File: config.mk
export PLATFORM = sky130hd
export DESIGN_NAME = toy_clock
export DESIGN_NICKNAME = d
export VERILOG_FILES = /design/src/rtl/toy_pkg.sv /design/src/rtl/toy_ctrl.sv /design/src/rtl/toy_datapath.sv /design/src/rtl/toy_clock.sv
export SDC_FILE = /design/constraint.sdc
export NUM_CORES = 1
export LEC_CHECK = 0
export CORE_MARGIN = 2
export CORE_UTILIZATION = 45
export DETAILED_ROUTE_END_ITERATION = 16
export DONT_BUFFER_PORTS = 1
export HOLD_SLACK_MARGIN = 0.02
export PLACE_DENSITY = 0.67
export SETUP_SLACK_MARGIN = 0.02
export SYNTH_ARGS = -nofsm -noshare
export SYNTH_HDL_FRONTEND = slang
export SYNTH_SLANG_ARGS = --single-unit
File: constraint.sdc
create_clock -name clk -period 49.6 [get_ports clk]
set_input_delay 9.92 -clock clk [delete_from_list [all_inputs] [get_ports clk]]
set_output_delay 9.92 -clock clk [all_outputs]
set_load 0.05 [all_outputs]
File: src/rtl/toy_pkg.sv
package toy_pkg;
  localparam int DATA_W = 32;

  localparam logic [2:0] A_TRIM  = 3'd0;
  localparam logic [2:0] A_TIMEW = 3'd1;
  localparam logic [2:0] A_YEARW = 3'd2;
  localparam logic [2:0] A_TIMER = 3'd3;
  localparam logic [2:0] A_YEARR = 3'd4;
  localparam logic [2:0] A_CTRL  = 3'd5;

  typedef struct packed {
    logic              loadTime;
    logic              loadYear;
    logic              loadTrim;
    logic [DATA_W-1:0] timeData;
    logic [DATA_W-1:0] yearData;
    logic [DATA_W-1:0] trimData;
  } toyStrobe_t;

  function automatic logic isLeap(input logic [DATA_W-1:0] y);
    return ((y % 4) == 0) && (((y % 100) != 0) || ((y % 400) == 0));
  endfunction

  function automatic logic [4:0] monthDays(input logic [5:0] m, input logic [DATA_W-1:0] y);
    case (m)
      6'd2:                   return isLeap(y) ? 5'd29 : 5'd28;
      6'd4, 6'd6, 6'd9, 6'd11: return 5'd30;
      default:                return 5'd31;
    endcase
  endfunction
endpackage

File: src/rtl/toy_ctrl.sv
module toy_ctrl
  import toy_pkg::*;
#(
  parameter int SYNC_TICKS = 4
) (
  input  logic              clk,
  input  logic              rstN,
  input  logic              tick,
  input  logic [2:0]        regAddr,
  input  logic              regWrEn,
  input  logic [DATA_W-1:0] regWrData,
  output logic              timeBusy,
  output logic              trimBusy,
  output logic              oscSeen,
  output toyStrobe_t        str
);
  localparam int CNT_W = $clog2(SYNC_TICKS + 1);
  localparam logic [CNT_W-1:0] CNT_INIT = CNT_W'(SYNC_TICKS);
  localparam logic [CNT_W-1:0] CNT_LAST = CNT_W'(1);

  logic [CNT_W-1:0]  timeCnt, trimCnt;
  logic              pendTime, pendYear;
  logic [DATA_W-1:0] stTime, stYear, stTrim;

  wire timeWr = regWrEn && (regAddr == A_TIMEW || regAddr == A_YEARW);
  wire trimWr = regWrEn && (regAddr == A_TRIM);
  wire timeDone = timeBusy && tick && (timeCnt == CNT_LAST);
  wire trimDone = trimBusy && tick && (trimCnt == CNT_LAST);

  always_ff @(posedge clk) begin
    if (!rstN) begin
      timeBusy <= 1'b0;
      trimBusy <= 1'b0;
      oscSeen  <= 1'b0;
      timeCnt  <= '0;
      trimCnt  <= '0;
      pendTime <= 1'b0;
      pendYear <= 1'b0;
      stTime   <= '0;
      stYear   <= '0;
      stTrim   <= '0;
    end else begin
      if (tick) oscSeen <= 1'b1;

      if (timeBusy) begin
        if (timeDone) timeBusy <= 1'b0;
        else if (tick) timeCnt <= timeCnt - 1'b1;
      end else if (timeWr) begin
        timeBusy <= 1'b1;
        timeCnt  <= CNT_INIT;
        pendTime <= (regAddr == A_TIMEW);
        pendYear <= (regAddr == A_YEARW);
        if (regAddr == A_TIMEW) stTime <= regWrData;
        else stYear <= regWrData;
      end

      if (trimBusy) begin
        if (trimDone) trimBusy <= 1'b0;
        else if (tick) trimCnt <= trimCnt - 1'b1;
      end else if (trimWr) begin
        trimBusy <= 1'b1;
        trimCnt  <= CNT_INIT;
        stTrim   <= regWrData;
      end
    end
  end

  always_comb begin
    str.loadTime = timeDone && pendTime;
    str.loadYear = timeDone && pendYear;
    str.loadTrim = trimDone;
    str.timeData = stTime;
    str.yearData = stYear;
    str.trimData = stTrim;
  end

  // the busy flag only rises after a time-register write
  a_r6_busy_origin: assert property (@(posedge clk) disable iff (!rstN)
    $rose(timeBusy) |-> $past(regWrEn));
  // a staged load is only issued while the flag is set
  a_r6_load_needs_busy: assert property (@(posedge clk) disable iff (!rstN)
    (str.loadTime || str.loadYear) |-> timeBusy);
  // a write during busy leaves the staged value untouched
  a_r7_ignore_busy: assert property (@(posedge clk) disable iff (!rstN)
    (timeBusy && timeWr) |=> ($stable(stTime) && $stable(stYear)));
  // a trim write during busy leaves the staged trim untouched
  a_r8_trim_ignore: assert property (@(posedge clk) disable iff (!rstN)
    (trimBusy && trimWr) |=> $stable(stTrim));
endmodule

File: src/rtl/toy_datapath.sv
module toy_datapath
  import toy_pkg::*;
(
  input  logic              clk,
  input  logic              rstN,
  input  logic              tick,
  input  toyStrobe_t        str,
  output logic [DATA_W-1:0] timeWord,
  output logic [DATA_W-1:0] yearVal,
  output logic [DATA_W-1:0] trimVal
);
  logic [5:0]        sec, min, mon;
  logic [4:0]        hr, day;
  logic [DATA_W-1:0] pre;

  wire stepSec = tick && (pre >= trimVal);
  wire secWrap = sec >= 6'd59;
  wire minWrap = secWrap && (min >= 6'd59);
  wire hrWrap  = minWrap && (hr >= 5'd23);
  wire dayWrap = hrWrap && (day >= monthDays(mon, yearVal));
  wire monWrap = dayWrap && (mon >= 6'd12);

  assign timeWord = {mon, day, hr, min, sec, 4'b0000};

  always_ff @(posedge clk) begin
    if (!rstN) begin
      sec <= '0; min <= '0; hr <= '0;
      day <= 5'd1; mon <= 6'd1;
      yearVal <= '0;
      trimVal <= '0;
      pre <= '0;
    end else begin
      if (tick) pre <= stepSec ? '0 : pre + 1'b1;
      if (str.loadTrim) trimVal <= str.trimData;

      if (str.loadTime) begin
        {mon, day, hr, min, sec} <= str.timeData[31:4];
      end else if (stepSec) begin
        sec <= secWrap ? 6'd0 : sec + 1'b1;
        if (secWrap) min <= minWrap ? 6'd0 : min + 1'b1;
        if (minWrap) hr <= hrWrap ? 5'd0 : hr + 1'b1;
        if (hrWrap) day <= dayWrap ? 5'd1 : day + 1'b1;
        if (dayWrap) mon <= monWrap ? 6'd1 : mon + 1'b1;
      end

      if (str.loadYear) yearVal <= str.yearData;
      else if (stepSec && monWrap && !str.loadTime) yearVal <= yearVal + 1'b1;
    end
  end

  // after any tick that did not load trim, the prescaler stays within range
  a_r3_pre_bound: assert property (@(posedge clk) disable iff (!rstN)
    ($past(tick) && !$past(str.loadTrim)) |-> (pre <= trimVal));
  // a second step at 59 returns seconds to 0
  a_r4_sec_wrap: assert property (@(posedge clk) disable iff (!rstN)
    (stepSec && !str.loadTime && sec == 6'd59) |=> (sec == 6'd0));
  // a staged load lands exactly, even on a stepping tick
  a_r10_load_wins: assert property (@(posedge clk) disable iff (!rstN)
    str.loadTime |=> (timeWord[31:4] == $past(str.timeData[31:4])));
  // day of month never reads 0
  a_r5_day_nonzero: assert property (@(posedge clk) disable iff (!rstN)
    $past(stepSec) && !$past(str.loadTime) && $past(day) != 5'd0 |-> day != 5'd0);
endmodule

File: src/rtl/toy_clock.sv
module toy_clock
  import toy_pkg::*;
#(
  parameter int SYNC_TICKS = 4
) (
  input  logic        clk,
  input  logic        rstN,
  input  logic        tick,
  input  logic [2:0]  regAddr,
  input  logic        regWrEn,
  input  logic [31:0] regWrData,
  output logic [31:0] regRdData
);
  toyStrobe_t        str;
  logic              timeBusy, trimBusy, oscSeen;
  logic [DATA_W-1:0] timeWord, yearVal, trimVal;

  toy_ctrl #(.SYNC_TICKS(SYNC_TICKS)) uCtrl (
    .clk(clk), .rstN(rstN), .tick(tick),
    .regAddr(regAddr), .regWrEn(regWrEn), .regWrData(regWrData),
    .timeBusy(timeBusy), .trimBusy(trimBusy), .oscSeen(oscSeen), .str(str)
  );

  toy_datapath uDp (
    .clk(clk), .rstN(rstN), .tick(tick), .str(str),
    .timeWord(timeWord), .yearVal(yearVal), .trimVal(trimVal)
  );

  always_comb begin
    case (regAddr)
      A_TRIM:  regRdData = trimVal;
      A_TIMER: regRdData = timeWord;
      A_YEARR: regRdData = yearVal;
      A_CTRL:  regRdData = {23'b0, 1'b1, 2'b00, oscSeen, trimBusy, 3'b000, timeBusy};
      default: regRdData = '0;
    endcase
  end

  // the oscillator-running bit never drops once set
  a_r9_osc_sticky: assert property (@(posedge clk) disable iff (!rstN)
    $past(oscSeen) |-> oscSeen);
endmodule

* Yosys cells after proc, flatten, opt, wreduce, memory -nomap -nowiden
Cells that the tools add are included.
** Operators by class
- Add/sub/neg operators :: 9
- Div/mod/pow operators :: 2
- Order comparisons :: 6
- Equal/unequal tests :: 16
- Multiplexer cells :: 39
- Bitwise gates (word level) :: 3
- Reductions and logical operators :: 42
** Operators by type and width (count)
- $pmux W32 S4 :: 1
- $mux W32 :: 3
- $mux W6 :: 11
- $add A32 B1 Y32 const B :: 2
- $logic_not A32 Y1 :: 2
- $mux W5 :: 8
- $ge A32 B32 Y1 :: 1
- $mod A32 B7 Y32 const B :: 1
- $mod A32 B9 Y32 const B :: 1
- $reduce_bool A32 Y1 :: 1
- $mux W3 :: 8
- $add A6 B1 Y6 const B :: 3
- $logic_and A1 B1 Y1 :: 16
- $reduce_bool A2 Y1 :: 8
- $eq A6 B3 Y1 const B :: 2
- $eq A6 B4 Y1 const B :: 2
- $ge A6 B6 Y1 const B :: 2
- $reduce_and A2 Y1 :: 6
- $reduce_and A3 Y1 :: 4
- $add A5 B1 Y5 const B :: 2
- $pmux W5 S2 :: 1
- $eq A3 B1 Y1 const B :: 3
- $ne A2 B2 Y1 const B :: 4
- $mux W1 :: 7
- 12 further kinds :: 18
** Word-level totals
- Bits in registers :: 231
- Output and inout bits :: 32
- Logic and storage cells :: 135

* Depth between registers and ports, before layout
- Word-level depth :: 13
- Mapped depth :: 88

* Cells and area by module
From an unflattened synthesis, not the netlist that was laid out.
** Second synthesis, totals
- Cell total of the unflattened synthesis :: 2346
- Area, all modules :: 18112.4 um^2
** Modules (own cells, without submodules)
- toy_datapath :: instances 1, cells each 1704, area an instance 12705.9 um^2
- toy_ctrl :: instances 1, cells each 515, area an instance 4295.4 um^2
- toy_clock :: instances 1, cells each 127, area an instance 1111.1 um^2

* Worst setup path after synthesis
No wires, ideal clock.
- Path type :: input to output
- Start point :: input port regAddr[1]
- End point :: output port regRdData[14]
- Arrival :: 12089 ps
- Required time :: 39680 ps
- Path slack :: 27591 ps
- Cell stages on the path :: 6
- Buffers on the path :: 3
- Path through :: clkbuf_1 > and2_1 > clkbuf_1 > clkbuf_1 > a22oi_1 > o21ai_0
** Between the ends
- Word-level cells in the longest chain between the ends :: 2
** RTL lines
- from (decl) :: line toy_clock.sv:9 : input logic [2:0] regAddr,
- $eq A3 B3 Y1, or another cell as far along :: line toy_clock.sv:30 : case (regAddr)
- $pmux W32 S4 (*) :: line toy_clock.sv:30
- to (decl) :: line toy_clock.sv:12 : output logic [31:0] regRdData
Mark *: on every way between the ends. The rest lies on a longest branch, timed or not.

* Final worst setup path
- Start point :: register uDp.yearVal[26]
- End point :: register uDp.yearVal[30]
** Between the ends
- Word-level cells in the longest chain between the ends :: 12
** RTL lines
- from (decl) :: line toy_datapath.sv:9 : output logic [DATA_W-1:0] yearVal,
- from (signal assigned) :: line toy_datapath.sv:46 : if (str.loadYear) yearVal <= str.yearData;
- from (signal assigned) :: line toy_datapath.sv:47 : else if (stepSec && monWrap && !str.loadTime) yearVal <= yearVal + 1'b1;
- $mod A32 B7 Y32 / $mod A32 B9 Y32 (equally long branches) :: line toy_pkg.sv:21 : return ((y % 4) == 0) && (((y % 100) != 0) || ((y % 400) == 0));
- $reduce_bool A32 Y1 / $logic_not A32 Y1 (equally long branches) :: line toy_pkg.sv:21
- $logic_or A1 B1 Y1 :: line toy_pkg.sv:21
- $logic_and A1 B1 Y1 :: line toy_pkg.sv:21
- $mux W1 :: line toy_pkg.sv:26 : 6'd2: return isLeap(y) ? 5'd29 : 5'd28;
- $pmux W5 S2 :: line toy_pkg.sv:25 : case (m)
- $ge A5 B5 Y1 :: line toy_datapath.sv:20 : wire dayWrap = hrWrap && (day >= monthDays(mon, yearVal));
- $logic_and A1 B1 Y1 :: line toy_datapath.sv:20
- $logic_and A1 B1 Y1 :: line toy_datapath.sv:21 : wire monWrap = dayWrap && (mon >= 6'd12);
- $logic_and A1 B1 Y1 (2 in a row) :: line toy_datapath.sv:47
- $reduce_bool A2 Y1 (no source line)
Parallel ways exist; a longest one is shown, timed or not. The select of a mux whose other input is x is not followed.
A chain may end at the register's enable or synchronous reset.

==> reports/results.txt <==
fin nets: 2413
Cell variety after synth: 130
Clock Path Buffers: 3
clock sink total: 227
power density over the cells: 26.5 mW/mm^2
io pins: 71
max incr delay on CP: 0.94 ns
RSZ-0062 raised after global routing: false
top-area cell type share of the netlist area: 25.6%
gr ovfl total: 0
maxcap violations: 0
period utilization: 47.5%
number of global-route vias before repair: 16200
pin count of the biggest net entering global routing: 105
Ant. Diodes: 0
Buf/Inv on CP: 1
drt pass-1 iters: 5
Post-Synthesis Cells: 2439
top post-synthesis cells by area: dfxtp_1, nand2_1, a21oi_1, nor2_1, ha_1
FF-to-FF Start: uDp.yearVal[26]
Syn Nets: 2527
Final Power: 0.496 mW
critical path class: reg -> reg
maximum vdd ir drop: 0.0228 mV
Avg Cell Area, Syn: 7.26 um^2
Residual DRC: 0
setup TNS: 0 ns
# hold bufs at CTS: 0
P_leak: 6.19 nW
Seq cells post-synth: 227
Clk Latency, worst-skew pair: 0.52 ns
Layout area overhead: 5.70%
worst endpoint required time: 50.02 ns
Buffers on Ports: 0
Starting Density: 45.7%
PostCTS Resize Cnt: 0
vias per inst: 6.23
htree depth: 1
YS warnings: 0
Seq/Total Area, Yosys: 25.6%
Slowest-stage cell, CP: dfxtp_1
top cell type by total area after synthesis: dfxtp_1
Arrival @ worst endpoint: 24.00 ns
Site Rows: 72
DRT antenna net count: 0
core footprint: 0.0387 mm^2
drt initial violations: 1594
Slew HR: 19.9%
clock skew: 0.0102 ns
Final setup viols: 0
Worst Min Path Start: uCtrl.stTrim[28]
post-detail-place hpwl: 38500 um
chip width: 202 um
Crit Path Max Fanout: 28
CTS root buffer: clkbuf_16
Total Routing Usage GR: 25.4%
maximum clock frequency: 42.4 MHz
Area after DPL: 0.0179 mm^2
Filler cells: 3895
Async S/R FF share, synth: 0%
initial antenna violation count: 0
CP most frequent cell: nor3_1
placer congestion estimate: 0.903
Post-Layout Inst Area: 0.0187 mm^2
Post-Syn Area: 0.0177 mm^2
Slew Viols, Final: 0
global-route wire length before repair: 86500 um
EDFF count, synth: 0
Die Ht: 202 um
CP startpoint: uDp.yearVal[26]
Primary FF master, synth: dfxtp_1
Slew @ Worst Pin: 1.22 ns
die area: 0.0410 mm^2
via count: 17800
CTS tree: done
CTS clk-pin slew, worst paths: 0.06 ns
Hold Path Class: reg -> reg
crit-path leading delay family: compound AO/OA/AOI/OAI gates
CP Launch Type: register
Routed wire per std cell: 18.9 um
final hold violations: 0
Post-CTS Repair Setup Buffers: 0
routed wire length: 54100 um
total CTS buffers: 25
Worst Setup End Kind: register
outcome: finished, final reports clean
Final Critical Period: 23.58 ns
layout cells sized above 1: 6.70%
[final cells by class]
class / count / area [um^2] / area share (%)
Multi-Input combinational cell: 1969 / 12200 / 65.4
Tap cell: 518 / 648 / 3.46
Clock inverter: 7 / 116 / 0.621
Clock buffer: 38 / 724 / 3.87
Inverter: 85 / 324 / 1.73
Timing Repair Buffer: 17 / 128 / 0.681
Sequential cell: 227 / 4540 / 24.3
[cells by family after synthesis]
kind of cell | after synthesis | synth area share [%]
flip-flops | 227 | 25.6
AND/OR/NAND/NOR | 974 | 25.4
multiplexers | 39 | 2.41
AO/OA/AOI/OAI | 801 | 32.2
adder cells (fa/ha/maj) | 54 | 3.76
XOR/XNOR | 101 | 5.16
buffers and inverters | 243 | 5.43
[layer usage]
| metal | up-vias | track usage (%) | part of all wire, % |
|---|---|---|---|
| li1 | 8677 | - | - |
| met1 | 8516 | 35.1 | 46 |
| met2 | 537 | 41.1 | 45 |
| met3 | 105 | 3.18 | 5.8 |
| met4 | 0 | 7.77 | 3.0 |
| met5 | - | 0 | 0 |
[worst paths after layout]
| path | cells after the start | end | slack [ns] |
|---|---|---|---|
| setup / recovery | 73 | uDp.yearVal[30] | 26.02 |
| setup reg to reg | 73 | uDp.yearVal[30] | 26.02 |
| hold / removal | 2 | uDp.trimVal[28] | 0.45 |
| hold reg to reg | 2 | uDp.trimVal[28] | 0.45 |
[cells in the mapped netlist, types with 12 or more instances]
library cell / count
inv_1: 77
o31ai_1: 16
nand3_1: 81
buf_2: 17
nor2b_1: 19
o211ai_1: 40
xnor2_1: 63
nand4_1: 27
a211oi_1: 57
a211o_1: 12
nor3_1: 54
and3_1: 21
or3_1: 21
o21ai_0: 117
nor4_1: 16
clkbuf_1: 127
a22oi_1: 42
a21o_1: 18
mux2i_1: 25
a21oi_1: 239
ha_1: 49
nor2_1: 205
o21a_1: 12
nand2_1: 413
nand2b_1: 25
a311oi_1: 15
dfxtp_1: 227
o21ai_1: 23
and2_1: 23
xor2_1: 34
[report_power, final]
| part | switching (mW) | leakage (nW) | internal (mW) |
|---|---|---|---|
| Sequential | 0.00158 | 1.83 | 0.185 |
| Clock | 0.0756 | 0.408 | 0.116 |
| Combinational | 0.0735 | 3.95 | 0.0443 |
[worst min-delay path, cell delays in order, from the launching register on]
cell and delay [ns]:
dfxtp_1 0.31, nand2_1 0.05, a21oi_1 0.05
[sequential cells by signal (all words and copies together), names as in the netlist, 3 cells and up]
| signal | count |
|---|---|
| uDp.pre | 32 |
| uDp.hr | 5 |
| uDp.trimVal | 32 |
| uDp.min | 6 |
| uDp.sec | 6 |
| uCtrl.trimCnt | 3 |
| uDp.yearVal | 32 |
| uCtrl.stTime | 28 |
| uCtrl.stYear | 32 |
| uCtrl.stTrim | 32 |
| uDp.day | 5 |
| uDp.mon | 6 |
| uCtrl.timeCnt | 3 |
[metrics by stage]
step           util [%]  std cells  hold WS [ns]  setup slack (ns)
2_1_floorplan         -       2439         0.432             27.59
3_3_place_gp       46.2       2816         0.438             27.29
3_5_place_dp       46.2       2816         0.442             26.60
4_1_cts            48.3       2861         0.451             26.51
5_1_grt            48.3       2861         0.469             24.06
6_report           48.3       2861         0.454             26.02
[placed cells by master, fill, tap and decap left out, types with 11 or more instances in the layout]
master,n
nor3_1,51
and3_1,21
buf_4,17
inv_1,77
a211oi_1,57
clkbuf_16,25
o21a_1,12
a21oi_1,238
nand4_1,27
or2_2,11
o21ai_0,91
nor4_1,16
a21o_1,18
nand2_1,413
mux2i_1,25
o31ai_1,16
or3_1,21
nor2_1,203
a311oi_1,15
nand2b_1,25
a211o_1,12
xor2_1,34
nand3_1,81
o211ai_1,40
xnor2_1,63
dfxtp_1,227
and2_1,23
ha_1,49
a22oi_1,42
o2111ai_1,11
o21ai_1,49
nor2b_1,19
(Power assumes the default switching activity.)
